<file path="config.mk">
export PLATFORM = sky130hd
export DESIGN_NAME = fsk_zc_demod
export DESIGN_NICKNAME = d
export VERILOG_FILES = /design/src/rtl/fsk_zc_demod_pkg.sv /design/src/rtl/fsk_zc_sync.sv /design/src/rtl/fsk_zc_timer.sv /design/src/rtl/fsk_zc_decide.sv /design/src/rtl/fsk_zc_demod.sv
export SDC_FILE = /design/constraint.sdc
export NUM_CORES = 1
export LEC_CHECK = 0
export CAP_MARGIN = 20
export CORE_AREA = 5 5 42 44
export CTS_CLUSTER_SIZE = 8
export DETAILED_ROUTE_END_ITERATION = 12
export DIE_AREA = 0 0 47 49
export GPL_TIMING_DRIVEN = 0
export PLACE_DENSITY_LB_ADDON = 0.3
export SYNTH_ARGS = -nofsm -noshare
export SYNTH_HDL_FRONTEND = slang
export SYNTH_SLANG_ARGS = --single-unit
</file>
<file path="constraint.sdc">
create_clock -name clk -period 2.9 [get_ports clk]
set_input_delay 0.29 -clock clk [delete_from_list [all_inputs] [get_ports clk]]
set_output_delay 0.29 -clock clk [all_outputs]
set_load 0.1 [all_outputs]
</file>
<file path="src/rtl/fsk_zc_demod_pkg.sv">
package fsk_zc_demod_pkg;
   typedef enum logic [1:0] {
      EDGE_BOTH = 2'd0,
      EDGE_RISE = 2'd1,
      EDGE_FALL = 2'd2
   } edge_sel_e;
endpackage

</file>
<file path="src/rtl/fsk_zc_sync.sv">
module fsk_zc_sync
   import fsk_zc_demod_pkg::*;
#(
   parameter int        STAGES   = 2,
   parameter edge_sel_e EDGE_SEL = EDGE_BOTH
) (
   input  logic clk,
   input  logic rst_n,
   input  logic din,
   output logic edge_p
);
   logic [STAGES-1:0] chain;
   logic              prev;
   logic              lvl;

   generate
      if (STAGES < 2) begin : g_bad_stages
         $error("fsk_zc_sync: STAGES must be at least 2");
      end
   endgenerate

   always_ff @(posedge clk or negedge rst_n) begin
      if (!rst_n) begin
         chain <= '0;
         prev  <= 1'b0;
      end else begin
         chain <= {chain[STAGES-2:0], din};
         prev  <= chain[STAGES-1];
      end
   end

   assign lvl = chain[STAGES-1];

   generate
      if (EDGE_SEL == EDGE_RISE) begin : g_rise
         assign edge_p = lvl & ~prev;
      end else if (EDGE_SEL == EDGE_FALL) begin : g_fall
         assign edge_p = ~lvl & prev;
      end else begin : g_both
         assign edge_p = lvl ^ prev;
      end
   endgenerate
endmodule

</file>
<file path="src/rtl/fsk_zc_timer.sv">
module fsk_zc_timer #(
   parameter int CNT_W = 8
) (
   input  logic             clk,
   input  logic             rst_n,
   input  logic             gate,
   input  logic             edge_p,
   output logic [CNT_W-1:0] cnt
);
   localparam logic [CNT_W-1:0] CMAX = {CNT_W{1'b1}};
   localparam logic [CNT_W-1:0] ONE  = {{(CNT_W-1){1'b0}}, 1'b1};

   always_ff @(posedge clk or negedge rst_n) begin
      if (!rst_n) begin
         cnt <= '0;
      end else if (!gate) begin
         cnt <= '0;
      end else if (edge_p) begin
         cnt <= ONE;
      end else if (cnt != '0 && cnt != CMAX) begin
         cnt <= cnt + ONE;
      end
   end
endmodule

</file>
<file path="src/rtl/fsk_zc_decide.sv">
module fsk_zc_decide #(
   parameter int CNT_W  = 8,
   parameter int THRESH = 140
) (
   input  logic             clk,
   input  logic             rst_n,
   input  logic             gate,
   input  logic             edge_p,
   input  logic [CNT_W-1:0] cnt,
   output logic             dq
);
   localparam logic [CNT_W-1:0] CMAX = {CNT_W{1'b1}};
   localparam logic [CNT_W-1:0] THR  = CNT_W'(THRESH);

   logic valid_ivl;
   assign valid_ivl = edge_p && (cnt != '0) && (cnt != CMAX);

   always_ff @(posedge clk or negedge rst_n) begin
      if (!rst_n) begin
         dq <= 1'b1;
      end else if (!gate) begin
         dq <= 1'b1;
      end else if (valid_ivl) begin
         dq <= (cnt > THR);
      end
   end
endmodule

</file>
<file path="src/rtl/fsk_zc_demod.sv">
module fsk_zc_demod
   import fsk_zc_demod_pkg::*;
#(
   parameter int        CNT_W    = 8,
   parameter int        THRESH   = 140,
   parameter int        STAGES   = 2,
   parameter edge_sel_e EDGE_SEL = EDGE_BOTH
) (
   input  logic clk,
   input  logic rst_n,
   input  logic rx_sq,
   input  logic carrier_ok,
   input  logic tx_busy,
   output logic rx_data
);
   generate
      if (THRESH < 1 || THRESH >= (2**CNT_W) - 1) begin : g_bad_thresh
         $error("fsk_zc_demod: THRESH must lie inside the counter range");
      end
   endgenerate

   logic             gate;
   logic             edge_pulse;
   logic [CNT_W-1:0] ivl_cnt;

   assign gate = carrier_ok & ~tx_busy;

   fsk_zc_sync #(.STAGES(STAGES), .EDGE_SEL(EDGE_SEL)) u_sync (
      .clk(clk), .rst_n(rst_n), .din(rx_sq), .edge_p(edge_pulse)
   );

   fsk_zc_timer #(.CNT_W(CNT_W)) u_timer (
      .clk(clk), .rst_n(rst_n), .gate(gate), .edge_p(edge_pulse), .cnt(ivl_cnt)
   );

   fsk_zc_decide #(.CNT_W(CNT_W), .THRESH(THRESH)) u_decide (
      .clk(clk), .rst_n(rst_n), .gate(gate), .edge_p(edge_pulse),
      .cnt(ivl_cnt), .dq(rx_data)
   );
endmodule

</file>
* Yosys cells after proc, flatten, opt, wreduce, memory -nomap -nowiden
Cells that the tools add are included.
** Word-level totals
- Output and inout port bits :: 1
- Input bits :: 5
- Logic and storage cells :: 21
- Flip-flop bits (word level) :: 12
- Bits in latches :: 0
- Bits in writable memories :: 0
- Memory bits (read-only) :: 0
- Memories kept :: 0
** Operators by class
- Muxes and demuxes :: 5
- Magnitude comparators :: 1
- Multipliers :: 0
- Bitwise gates (word level) :: 3
- Shift operators :: 0
- Eq/ne operators :: 3
- Reduce and logical (&&, ||, !) cells :: 4
- Add/subtract/negate cells :: 1
- Divide/modulo/power cells :: 0
** Operators by type and width (number)
- two-way mux 8 bit :: 3
- adder 8 x 1 -> 8 bit, second input constant :: 1
- greater-than comparator 8 bit, second input constant :: 1
- != test 8 bit, second input constant :: 1
- nonzero test 8 bit :: 1
- logical AND 1 bit :: 3
- != test 3 bit, second input constant :: 1
- two-way mux 1 bit :: 2
- != test 2 bit, second input constant :: 1
- AND 1 bit :: 1
- NOT 1 bit :: 1
- XOR 1 bit :: 1

* Logic depth before layout (Yosys ltp)
- Word-level depth :: 5
- Mapped depth :: 7
- Depth with buffers taken out :: 6

* Cells and area by module
A second synthesis with hierarchy kept.
** Second synthesis, totals
- Cell total of the unflattened synthesis :: 66
- Area, all modules :: 673.1 sq um
** Modules (own cells, without submodules)
- fsk_zc_timer :: area each 478.0 sq um, times used 1, cells an instance 48, seq. area each 200.2 sq um
- fsk_zc_decide :: area each 97.6 sq um, times used 1, cells an instance 13, seq. area each 26.3 sq um
- fsk_zc_sync :: area each 83.8 sq um, times used 1, cells an instance 4, seq. area each 75.1 sq um
- fsk_zc_demod :: area each 13.8 sq um, times used 1, cells an instance 1, seq. area each 0.0 sq um

* Least setup slack after synthesis
OpenSTA, ideal clock, no wires.
- Path type :: flip-flop to flip-flop
- From :: register u_timer.cnt[0]
- To :: register u_timer.cnt[1]
- Slack :: 1.163 ns
- Clock period less this slack :: 1.737 ns
- Stages on the path, launching flop included :: 8
- Library setup time :: 0.124 ns
- Arrival time :: 1.613 ns
- Data required time :: 2.776 ns
- Path buffers :: 1
- Cell sequence :: dfrtp_1 -> inv_1 -> ha_1 -> or4b_4 -> o22ai_2 -> buf_6 -> mux2i_1 -> nor2_1
** Between the ends
- Word-level cells in the longest chain between the ends :: 4
- Elaborated cells on any way between the ends :: 8
- Those cells by class :: 1 x add/sub; 2 x eq/ne; 3 x mux; 2 x reduce/logical
** Ends and longest elaborated chain
- start, declared :: RTL line fsk_zc_timer.sv:8 : output logic [CNT_W-1:0] cnt
- start signal, assigned :: RTL line fsk_zc_timer.sv:21 : cnt <= cnt + ONE;
- adder 8 x 1 -> 8 bit :: RTL line fsk_zc_timer.sv:21
- two-way mux 8 bit :: RTL line fsk_zc_timer.sv:20 : end else if (cnt != '0 && cnt != CMAX) begin
- two-way mux 8 bit :: RTL line fsk_zc_timer.sv:18 : end else if (edge_p) begin
- two-way mux 8 bit :: RTL line fsk_zc_timer.sv:16 : end else if (!gate) begin
Several ways; a longest one is shown, not always the timed one. The select of a mux whose other input is x is not followed.
A chain may end at the register's enable or synchronous reset.

* Worst setup path in the final report
- From :: register u_decide.dq
- To :: output rx_data
** RTL lines
- start, declared :: RTL line fsk_zc_decide.sv:10 : output logic dq
- start signal, assigned :: RTL line fsk_zc_decide.sv:24 : dq <= (cnt > THR);
- end, declared :: RTL line fsk_zc_demod.sv:14 : output logic rx_data
No word-level cell between the ends.

==> flow_metrics.env <==
export IMPL_num_io_pins=6
export IMPL_timing_final_crit_share=0.7693
export IMPL_worstMarginPinSlew_ps=960.9
export IMPL_cts_root_buffer="clkbuf_4"
export IMPL_async_flop_share=1.000
export IMPL_clock_skew_ps=0.5456
export IMPL_ys_flop_type="dfrtp_1"
export IMPL_dieArea_mm2=0.002303
export IMPL_syn_inst=62
export IMPL_postPlaceCellArea_um2=686.9
export IMPL_finalHoldViolCount=0
export IMPL_layout_nets=79
export IMPL_die_x_um=47
export IMPL_worstPathArrival_ps=1940
export IMPL_cts_resized=0
export IMPL_rrSetupSlack_ps=1020
export IMPL_clk_pin_slew_worst_paths_ps=70
export IMPL_maxCapViolations=0
export IMPL_drt_total_wl_mm=1.060
export IMPL_slowest_stage="clkdlybuf4s50_1"
export IMPL_r2r_cells=7
export IMPL_crit_end="rx_data"
export IMPL_syn_cell_area_um2=616.8
export IMPL_viasPerCell=5.483
export IMPL_slew_viol_final=0
export IMPL_startpoint="u_decide.dq$_DFFE_PN1P_"
export IMPL_cp_num_cells=1
export IMPL_rows=14
export IMPL_critPathCaptureType="output port"
export IMPL_cp_cell_sequence="clkdlybuf4s50_1"
export IMPL_grt_pass1_vias=408
export IMPL_crit_required_ps=2610
export IMPL_synth_fp_nets=69
export IMPL_synth_edff_count=0
export IMPL_firstDrtPassIters=4
export IMPL_grt_setup_unrepaired="no"
export IMPL_setup_violations=0
export IMPL_overflow=0
export IMPL_path_delay_family="buffers and inverters"
export IMPL_r2r_end="u_timer.cnt[1]$_DFFE_PN0P_"
export IMPL_synth_top_area_frac=0.4462
export IMPL_drt_iter0_drc=5
export IMPL_postLayoutCellArea_um2=723.2
export IMPL_antenna_cells=0
export IMPL_relSlewSlack=0.3574
export IMPL_core_area_mm2=0.001401
export IMPL_ant_nets=0
export IMPL_max_stage_delay_ps=1120
export IMPL_port_buffers=5
export IMPL_ys_warn_count=0
export IMPL_path_buf_inv=1
export IMPL_routedWlPerCell_um=12.18
export IMPL_drcViolationCount=0
export IMPL_numCtsBuffers=3
export IMPL_cts_sinks=12
export IMPL_synth_cell_types=23
export IMPL_cts_hold_fix_buffers=0
export IMPL_hp_class="primary input to asynchronous set/reset pin"
export IMPL_ys_seq_elements=12
export IMPL_place_hpwl_um=806.3
export IMPL_place_congestion=0.7684
export IMPL_grt_pass1_wl_mm=1.807
export IMPL_crit_path_start_kind="flip-flop"
export IMPL_syn_area_per_cell_um2=9.949
export IMPL_gr_usage_all_layers=0.1102
export IMPL_drive_gt1_frac=0.1408
export IMPL_fin_crit_ps=2231
export IMPL_cts_buffer_depth=2
export IMPL_path_max_fanout=2
export IMPL_max_freq_mhz=448.2
export IMPL_yosys_top_cells_area="dfrtp_1, or3_1, dfstp_2, ha_1, a21oi_1"
export IMPL_critPathKind="flip-flop to output port"
export IMPL_timing_rr_start="u_timer.cnt[0]$_DFFE_PN0P_"
export IMPL_ir_worst_vdd_mv=0.2526
export IMPL_area_growth_pct=17.24
export IMPL_post_cts_buffers=0
export IMPL_start_util=0.4402
export IMPL_htree_num_levels=1
export IMPL_finalPower_mw=0.3386
export IMPL_via_count=477
export IMPL_yosysSeqAreaShare=0.4888
export IMPL_die_height_um=49
export IMPL_insertion_delay_ps=280
export IMPL_antenna_found_initial=0
export IMPL_synth_top_area_cell="dfrtp_1"
export IMPL_power_leakage_nw=0.2805
export IMPL_cts_tree="built"
export IMPL_run_status="completed"
export IMPL_grt_max_degree=13
export IMPL_power_density_mw_per_mm2=468.2
export IMPL_tns_ps=0
-- area by class of cell --
type                    count  area [um2]
repair buffers              5       50.05
flip-flops and latches     12       301.5
inverters                   4       15.01
fillers                   143       678.2
clock buffers               4       36.28
multi-input cells          45       289.0
plain buffers               1       11.26
well taps                  16       20.02
-- metal layers --
| layer | global-route usage | wire length, um | vias to the layer above |
|---|---|---|---|
| li1 | - | - | 242 |
| met1 | 0.1451 | 476 | 222 |
| met2 | 0.1516 | 492 | 8 |
| met3 | 0.03321 | 57 | 5 |
| met4 | 0.06912 | 34 | 0 |
| met5 | 0 | 0 | - |
-- synthesized netlist by cell type, types with 2 or more instances --
cell type	count
ha_1	2
inv_1	4
nand4_1	2
dfrtp_1	11
nand2_1	3
nand3_1	4
nor2_1	5
nor3_1	2
o21ai_0	4
a21oi_1	4
or3_1	6
o21ai_1	2
xnor2_1	2
mux2i_1	2
-- placed cells by master (no fill, tap or decap) --
| master | count |
|---|---|
| or4b_4 | 1 |
| or2_2 | 1 |
| o21ai_0 | 4 |
| mux2i_1 | 2 |
| nand3_1 | 4 |
| clkbuf_8 | 1 |
| a21boi_2 | 1 |
| o22ai_2 | 1 |
| dfrtp_1 | 11 |
| inv_1 | 4 |
| or3_1 | 6 |
| a21oi_1 | 4 |
| xnor2_1 | 2 |
| nor3_1 | 2 |
| buf_6 | 1 |
| a211oi_1 | 1 |
| nand4_1 | 2 |
| dfstp_2 | 1 |
| o21ai_1 | 2 |
| and3b_1 | 1 |
| nand2_1 | 3 |
| ha_1 | 2 |
| nor2_1 | 5 |
| clkbuf_4 | 3 |
| nor2b_1 | 1 |
| clkdlybuf4s50_1 | 5 |
-- how the worst min path moves through the flow --
stage	start	to	slack [ps]	cells past startpoint
3_5_place_dp	u_sync.chain[0]$_DFF_PN0_	u_sync.chain[1]$_DFF_PN0_	350	0
2_1_floorplan	rst_n	u_sync.chain[0]$_DFF_PN0_	-6	0
4_1_cts	u_sync.chain[0]$_DFF_PN0_	u_sync.chain[1]$_DFF_PN0_	360	0
3_3_place_gp	u_sync.chain[0]$_DFF_PN0_	u_sync.chain[1]$_DFF_PN0_	340	0
6_report	rst_n	u_timer.cnt[7]$_DFFE_PN0P_	360	1
5_1_grt	u_sync.chain[0]$_DFF_PN0_	u_sync.chain[1]$_DFF_PN0_	380	0
-- report_power, final --
part	internal, mW	total (mW)	switching (mW)
Sequential	0.171	0.173	0.00227
Combinational	0.0148	0.0318	0.0170
Clock	0.0764	0.134	0.0572
Total	0.262	0.339	0.0764
-- cell families (layout without fill, tap and decap cells) --
group | count (synthesis) | in the layout | synth area share
fa+ha+maj | 2 | 2 | 0.04056
compound gates | 13 | 13 | 0.1318
mux | 2 | 2 | 0.03246
xor+xnor | 2 | 2 | 0.02840
simple gates | 26 | 26 | 0.2353
buf+inv | 5 | 14 | 0.04259
flops | 12 | 12 | 0.4888
-- sequential cells by signal (all words and copies together), names as in the netlist --
register	count
u_decide.dq	1
u_sync.prev	1
u_timer.cnt	8
u_sync.chain	2
-- per-stage QoR --
step | cells | utilization | hold WS (ps) | worst slack (ps)
finish | 87 | 0.5161 | 355.9 | 668.9
global route | 87 | 0.5161 | 382.7 | 628.4
CTS | 87 | 0.5161 | 364.2 | 671.1
detailed placement | 83 | 0.4902 | 346.6 | 980.5
global placement | 83 | 0.4902 | 338.5 | 973.8
floorplan | 62 | - | -5.591 | 1163
(Power assumes the default switching activity.)
